### config.mk
export PLATFORM = sky130hd
export DESIGN_NAME = pyr_reduce
export DESIGN_NICKNAME = d
export VERILOG_FILES = /design/src/rtl/pyr_reduce_pkg.sv /design/src/rtl/pyr_row_store.sv /design/src/rtl/pyr_col_window.sv /design/src/rtl/pyr_kernel.sv /design/src/rtl/pyr_reduce.sv
export SDC_FILE = /design/constraint.sdc
export NUM_CORES = 1
export LEC_CHECK = 0
export BUFFER_PORTS_ARGS = -buffer_cell sky130_fd_sc_hd__buf_2
export CAP_MARGIN = 20
export CORE_MARGIN = 3
export CORE_UTILIZATION = 30
export CTS_CLUSTER_SIZE = 30
export DETAILED_ROUTE_END_ITERATION = 16
export PLACE_DENSITY = 0.55
export SLEW_MARGIN = 20
export SYNTH_ARGS = -nofsm -noshare
export SYNTH_HDL_FRONTEND = slang
export SYNTH_SLANG_ARGS = --single-unit
### constraint.sdc
create_clock -name clk -period 7.45 [get_ports clk]
set_input_delay 1.49 -clock clk [delete_from_list [all_inputs] [get_ports clk]]
set_output_delay 1.49 -clock clk [all_outputs]
set_load 0.005 [all_outputs]
### src/rtl/pyr_reduce_pkg.sv
package pyr_reduce_pkg;

   // mask geometry and normalisation
   localparam int unsigned MASK_N     = 3;
   localparam int unsigned NORM_SHIFT = 4;

   // weight exponent of a mask tap: centre 2, edge 1, corner 0
   function automatic int unsigned tap_shift(input int unsigned r, input int unsigned c);
      return ((r == 1) ? 1 : 0) + ((c == 1) ? 1 : 0);
   endfunction

endpackage

### src/rtl/pyr_row_store.sv
module pyr_row_store #(
   parameter int unsigned DATA_W = 8,
   parameter int unsigned DEPTH  = 16,
   localparam int unsigned AW    = (DEPTH > 1) ? $clog2(DEPTH) : 1
) (
   input  logic              clk,
   input  logic              wr_en,
   input  logic [AW-1:0]     addr,
   input  logic [DATA_W-1:0] wr_data,
   output logic [DATA_W-1:0] rd_data
);

   logic [DATA_W-1:0] mem [DEPTH];

   // read returns the previous line's value at this column before the write
   assign rd_data = mem[addr];

   always_ff @(posedge clk) begin
      if (wr_en) begin
         mem[addr] <= wr_data;
      end
   end

   // a_r2_addr_in_range: the column index stays inside the row store
   always_ff @(posedge clk) begin
      if (wr_en) begin
         a_r2_addr_in_range: assert (int'(addr) < int'(DEPTH))
            else $error("row store address %0d out of range", addr);
      end
   end

endmodule

### src/rtl/pyr_col_window.sv
module pyr_col_window #(
   parameter int unsigned DATA_W = 8,
   localparam int unsigned N     = pyr_reduce_pkg::MASK_N
) (
   input  logic              clk,
   input  logic              rst_n,
   input  logic              shift_i,
   input  logic              left_rep_i,
   input  logic [DATA_W-1:0] col_i [N],
   output logic [DATA_W-1:0] win_o [N][N]
);

   logic [DATA_W-1:0] prev1 [N];
   logic [DATA_W-1:0] prev2 [N];

   genvar r;
   generate
      for (r = 0; r < N; r++) begin : g_row
         always_ff @(posedge clk or negedge rst_n) begin
            if (!rst_n) begin
               prev1[r] <= '0;
               prev2[r] <= '0;
            end else if (shift_i) begin
               prev2[r] <= prev1[r];
               prev1[r] <= col_i[r];
            end
         end
         // left column replicates column 0 when the centre sits on column 0
         assign win_o[r][0] = left_rep_i ? prev1[r] : prev2[r];
         assign win_o[r][1] = prev1[r];
         assign win_o[r][2] = col_i[r];
      end
   endgenerate

endmodule

### src/rtl/pyr_kernel.sv
module pyr_kernel #(
   parameter int unsigned DATA_W = 8,
   parameter bit          ROUND  = 1'b1,
   localparam int unsigned N     = pyr_reduce_pkg::MASK_N,
   localparam int unsigned SH    = pyr_reduce_pkg::NORM_SHIFT,
   localparam int unsigned SW    = DATA_W + SH
) (
   input  logic [DATA_W-1:0] win_i [N][N],
   output logic [DATA_W-1:0] pix_o
);
   import pyr_reduce_pkg::*;

   logic [SW-1:0] acc;
   logic [SW-1:0] biased;

   always_comb begin
      acc = '0;
      for (int unsigned r = 0; r < N; r++) begin
         for (int unsigned c = 0; c < N; c++) begin
            acc = acc + (SW'(win_i[r][c]) << tap_shift(r, c));
         end
      end
   end

   generate
      if (ROUND) begin : g_round
         assign biased = acc + SW'(1 << (SH - 1));
      end else begin : g_trunc
         assign biased = acc;
      end
   endgenerate

   assign pix_o = biased[SW-1:SH];

endmodule

### src/rtl/pyr_reduce.sv
module pyr_reduce #(
   parameter int unsigned DATA_W = 8,
   parameter int unsigned MAX_W  = 16,
   parameter int unsigned MAX_H  = 16,
   parameter bit          ROUND  = 1'b1
) (
   input  logic              clk,
   input  logic              rst_n,
   input  logic              in_valid,
   input  logic [DATA_W-1:0] in_data,
   input  logic              in_sof,
   input  logic              in_eol,
   input  logic              in_eof,
   output logic              out_valid,
   output logic [DATA_W-1:0] out_data,
   output logic              out_sof,
   output logic              out_eol,
   output logic              out_eof
);
   import pyr_reduce_pkg::*;

   localparam int unsigned N      = MASK_N;
   localparam int unsigned XW     = (MAX_W > 1) ? $clog2(MAX_W) : 1;
   localparam int unsigned YW     = (MAX_H > 2) ? $clog2(MAX_H) : 2;
   localparam int unsigned NSTORE = N - 1;

   initial begin
      a_param_width: assert (DATA_W >= 1) else $error("DATA_W must be at least 1");
      a_param_maxw:  assert (MAX_W >= 2 && MAX_W % 2 == 0) else $error("MAX_W must be even and >= 2");
      a_param_maxh:  assert (MAX_H >= 2) else $error("MAX_H must be at least 2");
   end

   // ---------------- position tracking ----------------
   logic [XW-1:0] x_cnt, cur_x;
   logic [YW-1:0] y_cnt, cur_y;

   assign cur_x = in_sof ? '0 : x_cnt;
   assign cur_y = in_sof ? '0 : y_cnt;

   always_ff @(posedge clk or negedge rst_n) begin
      if (!rst_n) begin
         x_cnt <= '0;
         y_cnt <= '0;
      end else if (in_valid) begin
         if (in_eol) begin
            x_cnt <= '0;
            y_cnt <= cur_y + YW'(1);
         end else begin
            x_cnt <= cur_x + XW'(1);
            y_cnt <= cur_y;
         end
      end
   end

   // ---------------- row stores (chained) ----------------
   logic [DATA_W-1:0] st_wr [NSTORE];
   logic [DATA_W-1:0] st_rd [NSTORE];

   genvar k;
   generate
      for (k = 0; k < NSTORE; k++) begin : g_store
         if (k == 0) begin : g_head
            assign st_wr[k] = in_data;
         end else begin : g_tail
            assign st_wr[k] = st_rd[k-1];
         end
         pyr_row_store #(
            .DATA_W (DATA_W),
            .DEPTH  (MAX_W)
         ) u_store (
            .clk     (clk),
            .wr_en   (in_valid),
            .addr    (cur_x),
            .wr_data (st_wr[k]),
            .rd_data (st_rd[k])
         );
      end
   endgenerate

   // ---------------- column assembly with top replication ----------------
   logic [DATA_W-1:0] col [N];
   logic              top_rep;

   assign top_rep = (cur_y == YW'(1));
   assign col[2]  = in_data;
   assign col[1]  = st_rd[0];
   assign col[0]  = top_rep ? st_rd[0] : st_rd[NSTORE-1];

   // ---------------- window and kernel ----------------
   logic [DATA_W-1:0] win [N][N];
   logic [DATA_W-1:0] kern;
   logic              left_rep;

   assign left_rep = (cur_x == XW'(1));

   pyr_col_window #(
      .DATA_W (DATA_W)
   ) u_window (
      .clk        (clk),
      .rst_n      (rst_n),
      .shift_i    (in_valid),
      .left_rep_i (left_rep),
      .col_i      (col),
      .win_o      (win)
   );

   pyr_kernel #(
      .DATA_W (DATA_W),
      .ROUND  (ROUND)
   ) u_kernel (
      .win_i (win),
      .pix_o (kern)
   );

   // ---------------- output stage ----------------
   logic fire;
   assign fire = in_valid & cur_x[0] & cur_y[0];

   always_ff @(posedge clk or negedge rst_n) begin
      if (!rst_n) begin
         out_valid <= 1'b0;
         out_data  <= '0;
         out_sof   <= 1'b0;
         out_eol   <= 1'b0;
         out_eof   <= 1'b0;
      end else begin
         out_valid <= fire;
         out_sof   <= fire & top_rep & left_rep;
         out_eol   <= fire & in_eol;
         out_eof   <= fire & in_eof;
         if (fire) begin
            out_data <= kern;
         end
      end
   end

   // ---------------- assertions ----------------
   logic [DATA_W-1:0] win_min, win_max;
   always_comb begin
      win_min = win[0][0];
      win_max = win[0][0];
      for (int r = 0; r < N; r++) begin
         for (int c = 0; c < N; c++) begin
            if (win[r][c] < win_min) win_min = win[r][c];
            if (win[r][c] > win_max) win_max = win[r][c];
         end
      end
   end

   // a_r3_within_window: a normalised weighted average stays inside the mask range
   always_ff @(posedge clk) begin
      if (rst_n && fire) begin
         a_r3_within_window: assert (kern >= win_min && kern <= win_max)
            else $error("kernel result %0d outside [%0d,%0d]", kern, win_min, win_max);
      end
   end

   a_r9_no_back_to_back: assert property (@(posedge clk) disable iff (!rst_n)
      out_valid |=> !out_valid);

   a_r2_valid_follows_input: assert property (@(posedge clk) disable iff (!rst_n)
      out_valid |-> $past(in_valid));

   a_r7_markers_qualified: assert property (@(posedge clk) disable iff (!rst_n)
      (out_sof || out_eol || out_eof) |-> out_valid);

   a_r7_eof_needs_input_eof: assert property (@(posedge clk) disable iff (!rst_n)
      out_eof |-> $past(in_eof));

endmodule

==> summary.txt <==
Final layout
  – Most frequent cells in the layout: 256 x edfxtp_1, 84 x buf_4, 78 x inv_1, 66 x dfrtp_1, 60 x mux2_2
  – Commonest non-fill, non-tap cell in the layout: edfxtp_1
  – Multi-input gate area: 0.00518 mm²
  – Area Overhead vs Synth: 16.3%
  – Fillcell total: 4748
  – Total Nets Final: 1220
  – Diode count: 0
  – Share of cells above drive strength 1: 0.226
  – Storage element area: 0.00939 mm²
  – Design area: 0.0176 mm²

Hold path
  – Hold Path End: out_data[2]$_DFFE_PN0P_
  – Hold Crit Class: register to register
  – Hold path start: out_data[2]$_DFFE_PN0P_
  – Worst hold stages: 2

Clock network
  – Worst-Skew Late Latency: 0.54 ns
  – Clk sink count: 324
  – CTS clk-pin slew, worst paths: 0.06 ns
  – Post-CTS Setup Inserts: 0
  – Resized Gates After CTS: 0
  – Hold_buf cts: 0
  – Clock buffer depth: 3
  – TritonCTS clock tree: done
  – Root buf cell: clkbuf_16
  – TritonCTS Buffers: 34
  – H-Tree Depth: 2

Critical path
  – CP endpoint kind: register
  – Critical Path Start: in_sof
  – R2r setup slk: 0.88 ns
  – FF-to-FF path depth: 22
  – Reg2reg start: x_cnt[1]$_DFFE_PN0P_
  – Critical Path AT: 7.35 ns
  – Critical Path RT: 7.89 ns
  – CP Class: input port to register
  – Crit start category: input port
  – Reg2reg end: out_data[6]$_DFFE_PN0P_
  – CP Max Fanout: 10

Power and ir drop
  – Part of the power in registers: 0.265
  – Internal power: 5040 µW
  – P_sw: 3110 µW
  – PD cells: 464 mW/mm²
  – Combinational power share: 0.524
  – Pleak: 0.00651 µW
  – Peak supply drop: 0.794 mV
  – Sw Share: 0.382
  – Clock power frac: 0.211

Timing
  – Setup violators final: 0
  – Setup TNS: 0 ns
  – Count of final hold-check violations: 0
  – Setup Skew: 0.0294 ns
  – Final min period: 6.91 ns
  – Final Slew Violations: 0
  – RSZ-0062 raised after global routing: false
  – Max Fclk: 0.145 GHz
  – Slew @ Worst Pin: 1.09 ns
  – Slew headroom: 0.272
  – Fin crit share: 0.928
  – Setup WS post-layout: 0.539 ns

Yosys
  – Async SR Flop Fraction: 0.210
  – Synthesized instance count: 1034
  – Synthesis-stage register bit count: 324
  – Seq/Total Area, Yosys: 0.621
  – Ys Warns: 0
  – Library cells used by synthesis: 79
  – Number of enable flip-flop cells after synthesis: 256
  – Top_reg_cell synth: edfxtp_1
  – Mean Syn Cell Area: 14.6 µm²
  – Syn Nets: 1128
  – Mapped cell area: 0.0151 mm²

Route
  – Routed Wire Length: 39.4 mm
  – Drt first-iter violations: 749
  – DRC: 0
  – Via density: 4.94
  – DR pass1 iterations: 5
  – Vias post-DR: 8954
  – Drt wl/cell: 21.7 µm
  – Post-route ant nets: 0

Global routing
  – First-pass GRT wire length: 59.7 mm
  – Gr usage total: 0.149
  – Largest net degree at the start of global routing: 69
  – Aggregate global routing overflow: 0
  – Initial antenna violation count: 0
  – Number of global-route vias before repair: 9280

Placement
  – Placer Congestion: 0.827
  – Port Buffer Count: 25
  – Placed cell areas: 0.0165 mm²
  – Dpl ws: 0.0330 ns
  – Post-detail-place hpwl: 26.5 mm

Floorplanning
  – Core area: 0.0494 mm²
  – Die Ht: 230 µm
  – Initial Util: 0.306
  – IO Count: 26
  – Core Rows: 81
  – Die W: 230 µm
  – Die ar.: 0.0531 mm²

Run
  – Max-Cap Viols: 0

Run status
  – Outcome: finished clean
[cells by family after synthesis]
logic type / share of synthesized area
and+or+nand+nor: 0.0607
xor gates and xnor gates: 0.00579
DFF: 0.621
muxes: 0.0986
buffers and inverters: 0.0383
AOI/OAI and AO/OA: 0.0853
adders and majority gates: 0.0901
[worst max-delay path, cell delays in order]
cell and delay [ns]:
buf_2 0.16, buf_4 0.21, nor3b_2 0.46, buf_4 0.33, a22oi_1 0.09, o21ai_0 0.37, o41ai_1 0.16, buf_4 0.20
fa_1 0.52, inv_1 0.06, fa_1 0.40, fa_1 0.43, inv_1 0.09, fa_1 0.41, or3b_2 0.50, fa_1 0.43
nor2b_1 0.12, o21ai_0 0.10, a21boi_0 0.23, buf_4 0.16, o221ai_1 0.15, xnor2_1 0.15, o21ai_0 0.14
[stage by stage]
| stage | util | instances | hold WS (ns) | power, µW |
|---|---|---|---|---|
| 2_1_floorplan | - | 1034 | 0.465 | 5400 |
| 3_3_place_gp | 0.333 | 1754 | 0.461 | 6450 |
| 3_5_place_dp | 0.333 | 1754 | 0.475 | 6500 |
| 4_1_cts | 0.356 | 1814 | 0.492 | 8250 |
| 5_1_grt | 0.356 | 1814 | 0.510 | 8950 |
| 6_report | 0.356 | 1814 | 0.480 | 8150 |
[how the worst max path moves through the flow]
stage	cells past startpoint	slack (ns)	end
after floorplan	30	0.05	out_data[6]$_DFFE_PN0P_
after global placement	23	0.09	out_data[7]$_DFFE_PN0P_
after detailed placement	23	0.03	out_data[5]$_DFFE_PN0P_
after CTS	23	0.55	out_data[5]$_DFFE_PN0P_
after global routing	23	0.17	out_data[6]$_DFFE_PN0P_
final	23	0.54	out_data[7]$_DFFE_PN0P_
[per-layer routing]
metal,vias up,wire length (µm),global-route usage
li1,4038,-,-
met1,4559,17200,0.201
met2,280,18500,0.240
met3,77,2290,0.0246
met4,0,1490,0.0610
met5,-,0,0
[Yosys cell counts (all sizes together) (5+ instances only)]
| cell | instances | area (µm²) |
|---|---|---|
| edfxtp | 256 | 7690 |
| inv | 80 | 300 |
| mux2 | 71 | 807 |
| dfrtp | 68 | 1700 |
| nor2 | 61 | 231 |
| fa | 48 | 961 |
| mux2i | 48 | 480 |
| nand2 | 48 | 180 |
| buf | 34 | 210 |
| a21oi | 33 | 169 |
| o21ai | 33 | 165 |
| ha | 32 | 400 |
| clkbuf | 18 | 68.8 |
| o221ai | 14 | 123 |
| nand3 | 12 | 60.1 |
| a22oi | 11 | 82.6 |
| nand2b | 10 | 62.6 |
| mux4 | 9 | 203 |
| nor2b | 9 | 56.3 |
| o22ai | 9 | 56.3 |
| a2bb2oi | 7 | 61.3 |
| nor3 | 7 | 35.0 |
| xnor2 | 6 | 52.6 |
| a221oi | 5 | 43.8 |
| a222oi | 5 | 50.1 |
| a22o | 5 | 43.8 |
| o21a | 5 | 37.5 |
[flip-flops by register name (all words and copies together), names as in the netlist, 4 cells and up]
signal	count
u_window.prev2	24
y_cnt	4
out_data	8
g_store.u_store.mem	256
u_window.win_o	24
x_cnt	4
[area by class of cell]
class | instances | share of cell area
Clock buffer | 46 | 0.0538
Clock inverter | 14 | 0.00996
Inverter | 80 | 0.0171
Multi-Input combinational cell | 578 | 0.295
Sequential cell | 324 | 0.534
Tap cell | 664 | 0.0473
Timing Repair Buffer | 108 | 0.0427
[power by group through the flow]
stage	registers [µW]	logic [µW]	clock network, µW
after floorplan	2160	3240	0
after global placement	2200	4260	0
after detailed placement	2200	4300	0
after CTS	2160	4340	1750
after global routing	2170	4970	1810
final	2160	4270	1720
Note: power is estimated with default switching activity, not from simulation.
